==> src/rtl/intc_pkg.sv <==
package intc_pkg;
  localparam int unsigned DATA_W     = 32;
  localparam int unsigned ADDR_W     = 10;
  localparam int unsigned IDX_LSB    = 3;   // index scaled by 8-byte entry
  localparam int unsigned BASE_LSB   = 11;  // 2048-byte aligned base
  localparam int unsigned NUM_TGT    = 2;
  localparam int unsigned TGT_NRM    = 0;
  localparam int unsigned TGT_FAST   = 1;
  // word addresses (byte address >> 2)
  localparam logic [ADDR_W-3:0] W_VEC0  = 8'h40;
  localparam logic [ADDR_W-3:0] W_VEC1  = 8'h41;
  localparam logic [ADDR_W-3:0] W_THR0  = 8'h60;
  localparam logic [ADDR_W-3:0] W_THR1  = 8'h61;
  localparam logic [ADDR_W-3:0] W_PEND  = 8'h80;
  // config word fields
  localparam int unsigned CFG_TGT_BIT = 8;
  localparam int unsigned CFG_SW_BIT  = 16;
  localparam int unsigned CFG_SWWE    = 30;
  localparam int unsigned CFG_PRWE    = 31;
endpackage

==> src/rtl/intc_src_bank.sv <==
module intc_src_bank
  import intc_pkg::*;
#(
  parameter int unsigned NUM_SRC = 29,
  parameter int unsigned PRIO_W  = 4
) (
  input  logic                           clk_i,
  input  logic                           rst_ni,
  input  logic                           we_i,
  input  logic [ADDR_W-3:0]              waddr_i,
  input  logic [DATA_W-1:0]              wdata_i,
  input  logic [NUM_SRC:1]               req_i,
  output logic [NUM_SRC:1]               pend_o,
  output logic [NUM_SRC:1][PRIO_W-1:0]   prio_o,
  output logic [NUM_SRC:1]               tgt_o,
  output logic [NUM_SRC:1]               sw_o
);
  for (genvar n = 1; n <= NUM_SRC; n++) begin : g_src
    logic sel;
    assign sel = we_i && (waddr_i == (ADDR_W-2)'(n));

    always_ff @(posedge clk_i or negedge rst_ni) begin
      if (!rst_ni) begin
        prio_o[n] <= '0;
        tgt_o[n]  <= 1'b0;
        sw_o[n]   <= 1'b0;
      end else if (sel) begin
        if (wdata_i[CFG_PRWE]) begin
          prio_o[n] <= wdata_i[PRIO_W-1:0];
          tgt_o[n]  <= wdata_i[CFG_TGT_BIT];
        end
        if (wdata_i[CFG_SWWE]) sw_o[n] <= wdata_i[CFG_SW_BIT];
      end
    end

    // level request, not latched
    assign pend_o[n] = req_i[n] | sw_o[n];
  end
endmodule

==> src/rtl/intc_prio_pick.sv <==
module intc_prio_pick #(
  parameter int unsigned NUM_SRC = 29,
  parameter int unsigned PRIO_W  = 4,
  parameter int unsigned IDX_W   = 5,
  parameter bit          MY_TGT  = 1'b0
) (
  input  logic [NUM_SRC:1]             pend_i,
  input  logic [NUM_SRC:1][PRIO_W-1:0] prio_i,
  input  logic [NUM_SRC:1]             tgt_i,
  input  logic [PRIO_W-1:0]            thr_i,
  output logic [IDX_W-1:0]             idx_o
);
  logic [PRIO_W-1:0] best;

  // ascending scan with strict compare: ties keep the lowest number
  always_comb begin
    best  = thr_i;
    idx_o = '0;
    for (int unsigned n = 1; n <= NUM_SRC; n++) begin
      if (pend_i[n] && (tgt_i[n] == MY_TGT) && (prio_i[n] > best)) begin
        best  = prio_i[n];
        idx_o = IDX_W'(n);
      end
    end
  end
endmodule

==> src/rtl/intc_vec_top.sv <==
module intc_vec_top
  import intc_pkg::*;
#(
  parameter int unsigned NUM_SRC = 29,
  parameter int unsigned PRIO_W  = 4
) (
  input  logic              clk_i,
  input  logic              rst_ni,
  input  logic              bus_we_i,
  input  logic [ADDR_W-1:0] bus_addr_i,
  input  logic [DATA_W-1:0] bus_wdata_i,
  output logic [DATA_W-1:0] bus_rdata_o,
  input  logic [NUM_SRC:1]  req_i,
  output logic              nrm_irq_o,
  output logic              fast_irq_o
);
  localparam int unsigned IDX_W  = BASE_LSB - IDX_LSB - 3;
  localparam int unsigned BASE_W = DATA_W - BASE_LSB;

  logic [ADDR_W-3:0]             waddr;
  logic [NUM_SRC:1]              pend;
  logic [NUM_SRC:1][PRIO_W-1:0]  prio;
  logic [NUM_SRC:1]              tgt;
  logic [NUM_SRC:1]              sw;
  logic [PRIO_W-1:0]             thr_q  [NUM_TGT];
  logic [BASE_W-1:0]             base_q [NUM_TGT];
  logic [IDX_W-1:0]              idx    [NUM_TGT];
  logic [DATA_W-1:0]             vec    [NUM_TGT];
  logic                          unused_bits;

  assign waddr       = bus_addr_i[ADDR_W-1:2];
  assign unused_bits = ^bus_addr_i[1:0];

  intc_src_bank #(.NUM_SRC(NUM_SRC), .PRIO_W(PRIO_W)) u_bank (
    .clk_i   (clk_i),
    .rst_ni  (rst_ni),
    .we_i    (bus_we_i),
    .waddr_i (waddr),
    .wdata_i (bus_wdata_i),
    .req_i   (req_i),
    .pend_o  (pend),
    .prio_o  (prio),
    .tgt_o   (tgt),
    .sw_o    (sw)
  );

  for (genvar t = 0; t < NUM_TGT; t++) begin : g_tgt
    logic thr_sel, vec_sel;
    assign thr_sel = bus_we_i && (waddr == W_THR0 + (ADDR_W-2)'(t));
    assign vec_sel = bus_we_i && (waddr == W_VEC0 + (ADDR_W-2)'(t));

    always_ff @(posedge clk_i or negedge rst_ni) begin
      if (!rst_ni) begin
        thr_q[t]  <= '0;
        base_q[t] <= '0;
      end else begin
        if (thr_sel) thr_q[t]  <= bus_wdata_i[PRIO_W-1:0];
        if (vec_sel) base_q[t] <= bus_wdata_i[DATA_W-1:BASE_LSB];
      end
    end

    intc_prio_pick #(
      .NUM_SRC(NUM_SRC), .PRIO_W(PRIO_W), .IDX_W(IDX_W), .MY_TGT(t == TGT_FAST)
    ) u_pick (
      .pend_i (pend),
      .prio_i (prio),
      .tgt_i  (tgt),
      .thr_i  (thr_q[t]),
      .idx_o  (idx[t])
    );

    assign vec[t] = {base_q[t], 3'b000, idx[t], 3'b000};
  end

  assign nrm_irq_o  = |idx[TGT_NRM];
  assign fast_irq_o = |idx[TGT_FAST];

  always_comb begin
    bus_rdata_o = '0;
    if (waddr == W_PEND) begin
      bus_rdata_o[NUM_SRC:1] = pend;
    end else if (waddr == W_VEC0) begin
      bus_rdata_o = vec[TGT_NRM];
    end else if (waddr == W_VEC1) begin
      bus_rdata_o = vec[TGT_FAST];
    end else if (waddr == W_THR0) begin
      bus_rdata_o[PRIO_W-1:0] = thr_q[TGT_NRM];
    end else if (waddr == W_THR1) begin
      bus_rdata_o[PRIO_W-1:0] = thr_q[TGT_FAST];
    end else begin
      for (int unsigned n = 1; n <= NUM_SRC; n++) begin
        if (waddr == (ADDR_W-2)'(n)) begin
          bus_rdata_o[PRIO_W-1:0]  = prio[n];
          bus_rdata_o[CFG_TGT_BIT] = tgt[n];
          bus_rdata_o[CFG_SW_BIT]  = sw[n];
        end
      end
    end
  end
endmodule

==> config.mk <==
export PLATFORM = sky130hd
export DESIGN_NAME = intc_vec_top
export DESIGN_NICKNAME = d
export VERILOG_FILES = /design/src/rtl/intc_pkg.sv /design/src/rtl/intc_src_bank.sv /design/src/rtl/intc_prio_pick.sv /design/src/rtl/intc_vec_top.sv
export SDC_FILE = /design/constraint.sdc
export NUM_CORES = 1
export LEC_CHECK = 0
export ABC_AREA = 1
export ABC_CLOCK_PERIOD_IN_PS = 64599
export BUFFER_PORTS_ARGS = -buffer_cell sky130_fd_sc_hd__buf_2
export CAP_MARGIN = 5
export CORE_MARGIN = 3
export CORE_UTILIZATION = 30
export CTS_BUF_LIST = sky130_fd_sc_hd__clkbuf_8 sky130_fd_sc_hd__clkbuf_16
export CTS_CLUSTER_SIZE = 40
export DETAILED_ROUTE_END_ITERATION = 10
export GPL_TIMING_DRIVEN = 0
export SYNTH_ARGS = -nofsm -noshare
export SYNTH_HDL_FRONTEND = slang
export SYNTH_SLANG_ARGS = --single-unit
export TNS_END_PERCENT = 50
==> constraint.sdc <==
create_clock -name clk_i -period 64.6 [get_ports clk_i]
set_clock_uncertainty 0.15 [all_clocks]
set_input_delay 16.15 -clock clk_i [delete_from_list [all_inputs] [get_ports clk_i]]
set_output_delay 16.15 -clock clk_i [all_outputs]
set_load 0.01 [all_outputs]
Word-level counts from Yosys, hierarchy flattened
Cells that the tools add are included.

Bits in registers: 224. Bits of input ports: 74. Output and inout port bits: 34. Logic and storage cells: 667.

Magnitude comparators: 58. Eq/ne operators: 34. Multiplexer cells: 217. Bitwise gates (word level): 58. Reduce and logical (&&, ||, !) cells: 209.

Operators with widths (number): $mux W4 (97); $gt A4 B4 Y1 (58); $mux W5 (42); $logic_and A1 B1 Y1 (149); $reduce_and A2 Y1 (58); $eq A8 B5 Y1 const B (14); $mux W1 (67); $eq A8 B4 Y1 const B (8); $eq A8 B3 Y1 const B (4); $eq A8 B7 Y1 const B (4); $mux W32 (1); $mux W29 (1); $not A1 Y1 (29); $or A1 B1 Y1 (29); $eq A8 B2 Y1 const B (2); $mux W15 (1); $mux W3 (4); $reduce_or A5 Y1 (2); $eq A8 B1 Y1 const B (1); $eq A8 B8 Y1 const B (1); $mux W7 (1); $mux W2 (3).

Logic depth before layout (Yosys ltp)
Gate-level depths: netlist of the first run.

Depth after elaboration: 91. Mapped depth: 260. Mapped depth without buffers: 244.

Modules after synthesis
A second synthesis of the first run with hierarchy kept.

Cells, all modules: 3977. Area, all modules: 25055.3 um2.

Modules (own cells, without submodules): intc_src_bank (instances 1, cells an instance 952, area each 7926.4 um2, sequential area each 4354.2 um2); intc_prio_pick at g_tgt[0].u_pick (instances 1, cells an instance 1152, area each 6434.9 um2, sequential area each 0.0 um2); intc_prio_pick at g_tgt[1].u_pick (instances 1, cells an instance 1122, area each 6381.1 um2, sequential area each 0.0 um2); intc_vec_top (instances 1, cells an instance 751, area each 4312.9 um2, sequential area each 1251.2 um2).

Worst setup path after synthesis of the first run
Ideal clock, no wire load.

Path kind: input port to output port. Start: input req_i[1] in the netlist's numbering. End: output nrm_irq_o. Arrival: 44182 ps. Data required time: 48300 ps. Slack: 4118 ps. Stages: 251. Path buffers: 16. Path through: inv_2 nand2_4 nand2_2 nor2_4 nand2_4 nand2_1 o21ai_0 ha_1 inv_1 o21bai_1 nand4_1 nand2_2 nand2_4 nand2_1 o21ai_0 ha_1 inv_1 o21bai_1 (+215 left out) a21oi_1 o21ai_0 nand3_1 nand2_1 o21ai_1 ha_1 nand2_1 inv_1 nand2_1 o211ai_1 nand3_1 nand2_1 inv_1 nand4_1 a21oi_2 nand2_1 nor3_2 nand2_1.

Longest elaborated chain between the ends: 89. Elaborated cells between the ends (all ways): 117. Classes of those cells: order compare: 28; mux: 57; bitwise: 1; reduce/logical: 31.

Ends and longest elaborated chain: from (decl) (line intc_vec_top.sv:13) `input logic [NUM_SRC:1] req_i,`; $or A1 B1 Y1 * (line intc_src_bank.sv:37) `assign pend_o[n] = req_i[n] | sw_o[n];`; $logic_and A1 B1 Y1 * (2 in a row) (line intc_prio_pick.sv:20) `if (pend_i[n] && (tgt_i[n] == MY_TGT) && (prio_i[n] > best)) begin`; $mux W4 (line intc_prio_pick.sv:20); $gt A4 B4 Y1 (line intc_prio_pick.sv:20); $logic_and A1 B1 Y1 (line intc_prio_pick.sv:20); $mux W4 (line intc_prio_pick.sv:20); $gt A4 B4 Y1 (line intc_prio_pick.sv:20); $logic_and A1 B1 Y1 (line intc_prio_pick.sv:20); (+72 left out); $mux W4 (line intc_prio_pick.sv:20); $gt A4 B4 Y1 (line intc_prio_pick.sv:20); $logic_and A1 B1 Y1 (line intc_prio_pick.sv:20); $mux W4 (line intc_prio_pick.sv:20); $gt A4 B4 Y1 (line intc_prio_pick.sv:20); $logic_and A1 B1 Y1 (line intc_prio_pick.sv:20); $mux W5 * (line intc_prio_pick.sv:20); $reduce_or A5 Y1 * (line intc_vec_top.sv:75) `assign nrm_irq_o = |idx[TGT_NRM];`; to (decl) (line intc_vec_top.sv:14) `output logic nrm_irq_o,`.

Mark *: on every way between the ends. The rest lies on a longest branch, timed or not.

Worst setup path in the final report of the first run
Ends and elaborated chain as after synthesis.

==> results.cfg, run 1 <==
[sta]
final_hold_viol_count = 0
fin_setup_tns_ps = 0
finalCritPeriodShare = 0.965
rsz0062_at_grt = yes
setup-violations-final = 0
tightest_slew_ps = 1210
relSlewSlack = 0.183
maxSlewViolCount = 0
timing.final.crit_period_ps = 62310
max_freq_mhz = 16.0
hold-worst-slack_ps = 336

[routing]
drt_pass1_iterations = 5
drc = 0
vias_per_cell = 5.05
drt-initial-drc-count = 1835
drt-total-wl_mm = 80.8
drtAntennaViolNets = 0
vias = 23720
wire_per_inst_um = 17.2

[global_routing]
grt_pass1_vias = 21833
grt_max_degree = 110
grt_pass1_wl_mm = 125
antenna_found_initial = 6
grt_overflow = 0
grtUsageTotal = 0.189

[die]
initial_core_util = 0.306
rows = 102
die_w_um = 288
core_area_mm2 = 0.0781
die_area_mm2 = 0.0831
pin_count = 108
die_h_um = 288

[setup_path]
reg2reg_slack_ps = 63170
path_max_fanout = 10
path_common_cell = nand2_4
required_ps = 48300
reg2reg_depth = 3
r2r-end = u_bank.prio_o[57]$_DFFE_PN0P_
arrival_ps = 46010
crit_path_start_kind = input port
r2r_start = u_bank.prio_o[57]$_DFFE_PN0P_
slowest_stage = ha_1
cp-end-kind = output port
critPathMaxStageDelay_ps = 370
path_class = in -> out

[min_path]
worst_hold_path.num_cells = 2
holdPathEnd = base_q[36]$_DFFE_PN0P_
hold_path.startpoint = base_q[36]$_DFFE_PN0P_
hold_path.class = reg -> reg

[logic_synthesis]
ys_ff_latch = 224
synth_cell_types = 49
ys_warn_count = 0
synth_area_leaders = dfrtp_1 (23%), nand2_1 (12%), nand3_1 (9.1%)
synth_area_per_cell_um2 = 6.93
synth_fp_nets = 3664
syn_inst = 3446
yosys.area.top_type = dfrtp_1
netlist_area_mm2 = 0.0239
ys_seq_area_frac = 0.235
synth_top_area_frac = 0.235

[clocking]
clk_pin_slew_ps = 60
postCtsHoldBufs = 0
ctsLongestPathBuffers = 3
clockRootBuffer = clkbuf_16
numCtsBuffers = 27
worstSkewPairLatency_ps = 560
htreeDepth = 1
clkSinkCount = 224
cts_tree = built

[final_layout]
mostFrequentLayoutCells = nand2_1 (753), nand3_1 (431), inv_1 (396), o21ai_0 (317), dfrtp_1 (224)
final_area_mm2 = 0.0277
fill_cells = 8386
mostFrequentLayoutCell = nand2_1
diodes = 0
syn2layout_area_growth_pct = 15.8
nNetsFinal = 3853
drive_gt1_frac = 0.243

[job]
maxCapViolCount = 0

[placed_design]
place_area_mm2 = 0.0257
place_congestion = 0.916
dp_hpwl_mm = 64.4
port_buffers = 96

[outcome]
status = complete, no violations
worst max-delay path: cells and delay by family:
family | cells | cell delay [ps]
and+or+nand+nor | 103 | 9430
buffers and inverters | 63 | 5180
adders and majority gates | 28 | 8450
AOI/OAI and AO/OA | 55 | 6700
cell type report:
cell class / count / area (um^2) / area share
multi-input cells: 2706 / 16400 / 0.592
flip-flops and latches: 224 / 5610 / 0.203
inverters: 427 / 1620 / 0.0585
well taps: 1040 / 1300 / 0.0471
repair buffers: 156 / 981 / 0.0355
plain buffers: 93 / 873 / 0.0316
clock buffers: 30 / 717 / 0.0259
clock inverters: 20 / 195 / 0.00706
how the worst max path moves through the flow:
stage | start | to | slack, ps
after detailed placement | req_i[1] | bus_rdata_o[7] | -810
after floorplan | req_i[1] | nrm_irq_o | 4120
after CTS | req_i[1] | bus_rdata_o[7] | 10
after global routing | req_i[1] | fast_irq_o | -150
final | req_i[1] | nrm_irq_o | 2290
after global placement | req_i[1] | bus_rdata_o[7] | -570
cell families after synthesis:
| group | count (synthesis) | share of synthesized area |
|---|---|---|
| buf+inv | 520 | 0.104 |
| fa+ha+maj | 144 | 0.0754 |
| compound gates | 651 | 0.155 |
| simple gates | 1907 | 0.431 |
| flops | 224 | 0.235 |
metrics by stage:
step	std cells	setup WS, ps	utilization
floorplan	3446	4120	-
global placement	4582	-570	0.329
detailed placement	4584	-813	0.330
CTS	4634	14.7	0.341
global route	4696	-154	0.354
finish	4696	2290	0.354
Yosys cell counts (all sizes together):
| library cell | number |
|---|---|
| a211oi | 2 |
| a21oi | 70 |
| a221o | 1 |
| a221oi | 10 |
| a22o | 3 |
| a22oi | 2 |
| a31oi | 3 |
| buf | 38 |
| bufbuf | 2 |
| bufinv | 1 |
| clkbuf | 52 |
| clkdlybuf4s50 | 1 |
| dfrtp | 224 |
| ha | 144 |
| inv | 426 |
| nand2 | 1048 |
| nand3 | 543 |
| nand3b | 2 |
| nand4 | 30 |
| nor2 | 260 |
| nor3 | 4 |
| nor4 | 1 |
| o2111ai | 6 |
| o211ai | 35 |
| o21a | 6 |
| o21ai | 428 |
| o21bai | 69 |
| o221ai | 6 |
| o22ai | 10 |
| or2 | 19 |
per-layer routing:
layer	GRT usage	wire length, um	vias up
met1	0.280	38800	11170
met5	0	36	-
li1	-	-	11830
met2	0.299	35600	639
met3	0.0203	4990	75
met4	0.0314	1380	6
flip-flops by register name, indices dropped and copies added (netlist names):
signal / count
u_bank.tgt_o: 29
base_q: 42
thr_q: 8
u_bank.prio_o: 116
u_bank.sw_o: 29
repair_timing:
action	in CTS	in global routing
resized for setup	18	190
endpoints found under the setup margin	7	7
pin swaps	0	159
gates cloned	0	4
setup buffers	0	58
Power of run 1 is not shown: default switching activity piles up to over one toggle a cycle in this logic, so the estimate is an artifact.
==> run 2: changes to the inputs <==
- ABC_AREA: 1 -> not set
- CELL_PAD_IN_SITES_DETAIL_PLACEMENT: not set -> 1
- CELL_PAD_IN_SITES_GLOBAL_PLACEMENT: not set -> 2
- PLACE_DENSITY_LB_ADDON: not set -> 0.1
- SYNTH_HIERARCHICAL: not set -> 1
==> run 2 against run 1 <==
Net effect: setup slack worse by 12000 ps; clock-buffer cell count is 6 higher; synthesized cell count is 10% lower; the flow now finishes with violations (negative setup slack); critical path depth is 5 lower; core utilization is 5.1 points higher; sequential cell count stayed put; register-to-register slack better by 30 ps; hold slack better by 19 ps.
==> results.cfg, run 2 <==
[global_routing]
grt_pass1_vias = 28957
antenna_found_initial = 13
grt_pass1_wl_mm = 187
grt_overflow = 0
grt_max_degree = 113
grtUsageTotal = 0.265

[die]
die_w_um = 302
core_area_mm2 = 0.0869
rows = 108
initial_core_util = 0.303
die_h_um = 302
pin_count = 108
die_area_mm2 = 0.0914

[placed_design]
post-place-ws_ps = -16130
port_buffers = 98
dp_hpwl_mm = 96.2
place_congestion = 0.906

[sta]
timing.final.ws_setup_ps = -9740
final_hold_viol_count = 0
max_freq_mhz = 13.5
relSlewSlack = 0.104
setup-violations-final = 7
finalCritPeriodShare = 1.15
timing.final.crit_period_ps = 74340
rsz0062_at_grt = yes
tightest_slew_ps = 1330
maxSlewViolCount = 0

[routing]
routed-wl-met2_mm = 56.5
wl_met1_mm = 59.8
drt-initial-drc-count = 2023
wire_per_inst_um = 26.3
drt_pass1_iterations = 6
drt-total-wl_mm = 125
drc = 0
dr_wl_met3_mm = 6.15
drtAntennaViolNets = 0
vias_per_cell = 5.80
vias = 27592
routed.top_layer = met5

[logic_synthesis]
synth_top_area_frac = 0.213
synth_fp_nets = 3312
ys_seq_area_frac = 0.213
synthArstFlopShare = 1.00
synth_commonest_cells = nand2_1 (300), mux2_2 (284), inv_1 (229)
synth_edf_count = 0
synth_area_per_cell_um2 = 8.52
ys_ff_latch = 224
yosys.area.top_type = dfrtp_1
yosys_most_used_dff = dfrtp_1
synth_most_common_cell = nand2_1
synth_cell_types = 172
ys_warn_count = 6
synth_area_leaders = dfrtp_1 (21%), mux2_2 (12%), ha_1 (6.8%)
syn_inst = 3094
netlist_area_mm2 = 0.0264

[final_layout]
top_register = u_bank/prio_o
largest_reg_flops = 116
reg_top3 = u_bank/prio_o: 116 flops, base_q: 42 flops
mostFrequentLayoutCell = buf_4
drive_gt1_frac = 0.408
mostFrequentLayoutCells = buf_4 (357), nand2_1 (269), mux2_2 (247), dfrtp_1 (224), inv_1 (209)
utilization = 0.405
nNetsFinal = 3788
fill_cells = 9992
syn2layout_area_growth_pct = 33.6

[setup_path]
arrival_ps = 58040
critPathMaxStageDelay_ps = 450
crit_path_start_kind = input port
reg2reg_slack_ps = 63200
path_buf_inv = 59
path_max_fanout = 6
crit_family = compound AO/OA/AOI/OAI gates
path_common_cell = buf_4
path_class = in -> out
cp-end-kind = output port
slowest_stage = or3b_4
required_ps = 48300

[clocking]
clkSinkCount = 224
cts_tree = built
clk_pin_slew_ps = 60
htreeDepth = 1
ctsLongestPathBuffers = 3
clockRootBuffer = clkbuf_16
numCtsBuffers = 30
worstSkewPairLatency_ps = 580

[job]
maxCapViolCount = 0

[outcome]
status = finished, violations left
violations = negative setup slack

[min_path]
hold_path.class = reg -> reg
-- run 2: cell types whose count changed in the layout (fill, tap and decap cells not counted), sizes merged, moves of 59 or more --
cell    change
nor2       -74
nand3     -414
a21oi      +85
inv       -201
o21ai     -255
o21bai     -59
buf       +315
nand2     -747
nor3       +75
mux2i      +60
mux2      +299
-- run 2: logic make-up after synthesis --
| group | count (synthesis) | synth area share |
|---|---|---|
| buffers and inverters | 351 | 0.0584 |
| AOI/OAI and AO/OA | 859 | 0.251 |
| adders and majority gates | 154 | 0.0723 |
| and+or+nand+nor | 1092 | 0.232 |
| DFF | 224 | 0.213 |
| xor gates and xnor gates | 51 | 0.0172 |
| muxes | 363 | 0.157 |
-- run 2: final timing paths --
kind	from	to	cells after the start
worst min register to register	base_q[20]$_DFFE_PN0P_	base_q[20]$_DFFE_PN0P_	1
max in group asynchronous	rst_ni	u_bank/prio_o[13]$_DFFE_PN0P_	3
worst max-delay path	req_i[1]	bus_rdata_o[3]	244
min in group asynchronous	rst_ni	base_q[28]$_DFFE_PN0P_	1
worst max register to register	u_bank/prio_o[74]$_DFFE_PN0P_	u_bank/prio_o[74]$_DFFE_PN0P_	1
worst min-delay path	base_q[20]$_DFFE_PN0P_	base_q[20]$_DFFE_PN0P_	1
-- run 2: stage by stage --
step                instance area, um^2  hold WS [ps]  instances  setup TNS, ps
floorplan                         27200           323       3094         -51540
global placement                  29100           337       4347        -104790
detailed placement                29200           346       4349        -110380
CTS                               34400           359       4698         -61460
global route                      35200           370       4749         -80560
finish                            35200           356       4754         -66310
-- run 2: metal layers --
| layer | global-route usage | up-vias |
|---|---|---|
| met5 | 0 | - |
| met4 | 0.0481 | 6 |
| met3 | 0.0355 | 136 |
| met2 | 0.427 | 590 |
| met1 | 0.381 | 14235 |
| li1 | - | 12625 |
-- run 2: cell type report --
type | count | area, um^2 | share of cell area
antenna | 5 | 12.5 | 0.000356
buffer | 118 | 674 | 0.0192
clock buffer | 36 | 845 | 0.0240
clock inverter | 20 | 289 | 0.00821
inverter | 230 | 883 | 0.0251
multi-input combinational | 2519 | 22200 | 0.632
sequential | 224 | 5610 | 0.159
tap | 1155 | 1450 | 0.0411
timing repair buffer | 447 | 3210 | 0.0912
-- run 2: what timing repair did --
| item | in CTS | in global routing |
|---|---|---|
| endpoints found under the hold margin | 0 | 0 |
| hold buffers | 0 | 0 |
| endpoints found under the setup margin | 7 | 7 |
| setup buffers | 294 | 54 |
| pin swaps | 249 | 95 |
| gates resized for setup | 372 | 84 |
Power of run 2 is left out for the same reason.
